## src/rtl/pixel_latch.sv

```systemverilog
module pixel_latch #(
  parameter int K   = 4,
  parameter int CH  = 8,
  parameter int GAP = 25_000_000
) (
  input  logic              clk,
  input  logic              rst,
  input  logic              add_mode,
  input  logic              fast_ok,
  input  logic [K-1:0]      src_act,
  input  logic [K-1:0]      src_leg,
  input  logic [3*CH*K-1:0] src_rgb,
  output logic [3*CH-1:0]   pix_rgb,
  output logic              pix_lit
);
  localparam int PW = 3 * CH;
  localparam int SW = CH + $clog2(K + 1);
  localparam int CW = $clog2(GAP + 1);

  logic [K-1:0]    prev_act;
  logic [K-1:0]    rise;
  logic [PW-1:0]   lat_rgb, pick_rgb, sum_rgb, want_rgb;
  logic            lat_lit, want_lit, go;
  logic [CW-1:0]   gap_cnt;

  assign rise = src_act & ~prev_act;

  always_comb begin
    pick_rgb = '0;
    for (int i = K - 1; i >= 0; i--)
      if (rise[i]) pick_rgb = src_rgb[i*PW +: PW];
  end

  for (genvar c = 0; c < 3; c++) begin : g_chan
    logic [SW-1:0] acc;
    always_comb begin
      acc = '0;
      for (int i = 0; i < K; i++)
        if (src_act[i] && !src_leg[i])
          acc = acc + SW'(src_rgb[i*PW + c*CH +: CH]);
    end
    assign sum_rgb[c*CH +: CH] = ((acc >> CH) != '0) ? {CH{1'b1}} : acc[CH-1:0];
  end

  assign want_rgb = add_mode ? sum_rgb : ((|rise) ? pick_rgb : lat_rgb);
  assign want_lit = add_mode ? |(src_act & ~src_leg) : ((|rise) | lat_lit);
  assign go = ((want_rgb != pix_rgb) || (want_lit != pix_lit)) &&
              (fast_ok || gap_cnt == '0);

  always_ff @(posedge clk) begin
    prev_act <= src_act;
    if (rst) begin
      lat_rgb <= '0;
      lat_lit <= 1'b0;
      pix_rgb <= '0;
      pix_lit <= 1'b0;
      gap_cnt <= '0;
    end else begin
      if (!add_mode && (|rise)) begin
        lat_rgb <= pick_rgb;
        lat_lit <= 1'b1;
      end
      if (go) begin
        pix_rgb <= want_rgb;
        pix_lit <= want_lit;
        gap_cnt <= CW'(GAP - 1);
      end else if (gap_cnt != '0) begin
        gap_cnt <= gap_cnt - 1'b1;
      end
    end
  end
endmodule

```

## config.mk

```make
export PLATFORM = sky130hd
export DESIGN_NAME = pixel_latch
export DESIGN_NICKNAME = d
export VERILOG_FILES = /design/src/rtl/pixel_latch.sv
export SDC_FILE = /design/constraint.sdc
export NUM_CORES = 1
export LEC_CHECK = 0
export ABC_CLOCK_PERIOD_IN_PS = 21800
export BUFFER_PORTS_ARGS = -buffer_cell sky130_fd_sc_hd__buf_2
export CORE_MARGIN = 2
export CORE_UTILIZATION = 49
export CTS_CLUSTER_DIAMETER = 100
export CTS_CLUSTER_SIZE = 14
export DETAILED_ROUTE_END_ITERATION = 8
export PLACE_DENSITY = 0.67
export SLEW_MARGIN = 20
export SYNTH_ARGS = -nofsm -noshare
export SYNTH_HDL_FRONTEND = slang
export SYNTH_SLANG_ARGS = --single-unit
```

## constraint.sdc

```tcl
create_clock -name clk -period 21.8 [get_ports clk]
set_input_delay 3.27 -clock clk [delete_from_list [all_inputs] [get_ports clk]]
set_output_delay 3.27 -clock clk [all_outputs]
set_load 0.02 [all_outputs]
```

==> results.sh <==
export IMPL_status="complete, no violations"
export IMPL_clock_sinks=79
export IMPL_ioPinCount=133
export IMPL_antennaDiodeCount=0
export IMPL_max_stage_delay_ns=0.92
export IMPL_cts_root_buf="clkbuf_16"
export IMPL_final_cell_mix="132 x buf_2, 122 x nor2_1, 98 x nand2_1"
export IMPL_startpoint="src_leg[0]"
export IMPL_antenna_found_initial=1
export IMPL_synth_enable_flop_cells=0
export IMPL_start_util_pct=49.5
export IMPL_grt_pass1_vias=9398
export IMPL_cts_buffers=9
export IMPL_drt_iter0_markers=709
export IMPL_area_delta_synth_final_pct=12.0
export IMPL_dp_hpwl_um=24300
export IMPL_finalMaxSlewViolations=0
export IMPL_critical_path_top_delay_family="compound AO/OA/AOI/OAI gates"
export IMPL_rows=50
export IMPL_clk_path_buf_depth=2
export IMPL_synth_fa_ha_area_share_pct=11.7
export IMPL_setup_ws_ns=10.31
export IMPL_clkTransAtPathRegs_ns=0.07
export IMPL_skew_ns=0.0160
export IMPL_post_place_ws_ns=10.16
export IMPL_drv_cap=0
export IMPL_pwr_share_seq_pct=28.6
export IMPL_drive_gt1_share_pct=15.6
export IMPL_h_tree_depth=3
export IMPL_grt_overflow=0
export IMPL_clk_latency_ns=0.36
export IMPL_stdcell_area_sq_um=10300
export IMPL_muxShareOfSynthArea_pct=5.09
export IMPL_path_buf_inv=2
export IMPL_hold_buffers=0
export IMPL_die_height_um=141
export IMPL_ys_seq_area_share_pct=17.2
export IMPL_max_slew_worst_pin_slew_ns=1.01
export IMPL_layout_nets=1508
export IMPL_place_port_buffers=132
export IMPL_rsz0062_at_grt="false"
export IMPL_synth_simple_gate_area_share_pct=24.7
export IMPL_coreArea_sq_um=18500
export IMPL_fin_crit_ns=11.49
export IMPL_ff2ff_setup_slack_ns=16.52
export IMPL_cp_end_kind="register"
export IMPL_drt_pass1_iterations=8
export IMPL_power_frac_comb_pct=44.2
export IMPL_netSwitchingFraction_pct=39.3
export IMPL_vias=9801
export IMPL_critical_path_slowest_cell="a41o_1"
export IMPL_setup_tns_ns=0
export IMPL_crit_required_ns=22.04
export IMPL_gp_congestion=0.938
export IMPL_syn_nets=1412
export IMPL_synth_xor_area_share_pct=7.07
export IMPL_async_flop_share_pct=0
export IMPL_internal_power_uw=358
export IMPL_synth_compound_area_share_pct=29.0
export IMPL_min_period_over_period_pct=52.7
export IMPL_globalRouteTotalUtil_pct=31.5
export IMPL_routedWlPerCell_um=20.1
export IMPL_powerDensity_nw_per_um2=57.5
export IMPL_syn_area_sq_um=9170
export IMPL_ant_nets=0
export IMPL_placed_cell_area_sq_um=9960
export IMPL_drc=0
export IMPL_crit_reg2reg_launch="prev_act[1]$_DFF_P_"
export IMPL_cp_start_kind="primary input"
export IMPL_wirelength_um=31400
export IMPL_power_uw=590
export IMPL_synth_avg_cell_area_sq_um=7.49
export IMPL_arrival_ns=11.72
export IMPL_synth_top_family_by_area="compound AO/OA/AOI/OAI gates"
export IMPL_fmax_ghz=0.0870
export IMPL_cts_tree="yes"
export IMPL_cellLeakagePower_uw=0.00442
export IMPL_netlist_instances=1224
export IMPL_grt_pass1_wl_um=49500
export IMPL_relSlewSlack_pct=32.8
export IMPL_hold_start="lat_rgb[4]$_SDFFE_PP0P_"
export IMPL_yosysUniqueCellTypes=86
export IMPL_clkPwrFrac_pct=27.2
export IMPL_ys_ff_latch=79
export IMPL_crit_type="primary input to register"
export IMPL_ys_warn_count=0
export IMPL_cts_setup_buffers=0
export IMPL_setup_viol=0
export IMPL_hold_class="register to register"
export IMPL_final_common_cell="buf_2"
export IMPL_crit_fanout=27
export IMPL_hold_viol_final=0
export IMPL_post_cts_resized=0
export IMPL_die_area_sq_um=19800
export IMPL_fp_dieW_um=141
export IMPL_synthFlopType="dfxtp_1"
export IMPL_routed_via_density=6.29
export IMPL_p_sw_uw=232
export IMPL_peakVddDrop_mv=0.0397
export IMPL_grt_max_degree=84
state kept, by name, indices dropped and copies added, names as in the netlist:
name and flops:
prev_act 4, gap_cnt 25, lat_lit 1, pix_lit 1, lat_rgb 24, pix_rgb 24
power groups by stage:
stage                     Combinational, uW  Clock (uW)  Sequential (uW)
after global placement                  253           0              171
after CTS                               257         162              168
after detailed placement                255           0              171
after floorplan                         182           0              174
after global routing                    286         168              170
final                                   261         161              169
per-stage QoR:
| step | hold WS (ns) | cells | utilization (%) |
|---|---|---|---|
| 2_1_floorplan | 0.436 | 1224 | - |
| 4_1_cts | 0.459 | 1559 | 55.5 |
| 5_1_grt | 0.480 | 1559 | 55.5 |
| 3_3_place_gp | 0.441 | 1543 | 53.8 |
| 3_5_place_dp | 0.449 | 1543 | 53.8 |
| 6_report | 0.460 | 1559 | 55.5 |
synth_stat cells, types with 13 or more instances:
library cell / instances / area [sq um]
nand3_1: 16 / 80.1
a221oi_1: 25 / 219
nor2b_1: 29 / 181
clkbuf_1: 40 / 150
nand2_1: 98 / 368
xor2_1: 32 / 280
o21ai_0: 71 / 355
a21oi_1: 88 / 440
mux2i_1: 26 / 260
nand2b_1: 33 / 206
a211oi_1: 34 / 255
nor3_1: 42 / 210
dfxtp_1: 79 / 1580
ha_1: 71 / 888
inv_1: 52 / 195
nor2_1: 123 / 462
o21a_1: 18 / 135
nor4_1: 14 / 87.6
buf_2: 13 / 65.1
o22ai_1: 19 / 119
xnor2_1: 42 / 368
a21o_1: 19 / 143
o211ai_1: 13 / 97.6
and2_1: 29 / 181
path summary, 6_finish.rpt:
kind                                                  to  cells past startpoint
worst min-delay path             lat_rgb[4]$_SDFFE_PP0P_                      2
worst max register to register  pix_rgb[18]$_SDFFE_PP0P_                     12
worst max-delay path            pix_rgb[18]$_SDFFE_PP0P_                     29
worst min register to register   lat_rgb[4]$_SDFFE_PP0P_                      2
cell families (layout without fill, tap and decap cells):
family                   after synthesis  in the layout
flip-flops                            79             79
adder cells (fa/ha/maj)               80             80
multiplexers                          42             42
XOR/XNOR                              74             74
buffers and inverters                114            215
AND/OR/NAND/NOR                      448            448
AO/OA/AOI/OAI                        387            387
tightest hold or removal path, cell delays in order, from the launching register on:
cell and delay (ns):
dfxtp_1 0.31, nand2_1 0.05, a21oi_1 0.05
cell type report:
type                       instances  area [sq um]
inverter                          52           195
sequential                        79          1580
multi-input combinational       1031          7120
tap                              234           293
fill                            1847          8250
clock buffer                      11           253
clock inverter                     5          56.3
timing repair buffer             147           773
metal layers:
metal | up-vias | global-route usage (%) | wire [um] | share of wire (%)
met4 | 2 | 14.4 | 1390 | 4.4
met1 | 4570 | 39.0 | 12900 | 41
met3 | 93 | 5.60 | 2410 | 7.7
met5 | - | 0 | 12 | 0.038
met2 | 424 | 53.4 | 14700 | 47
li1 | 4712 | - | - | -
(Power assumes the default switching activity.)
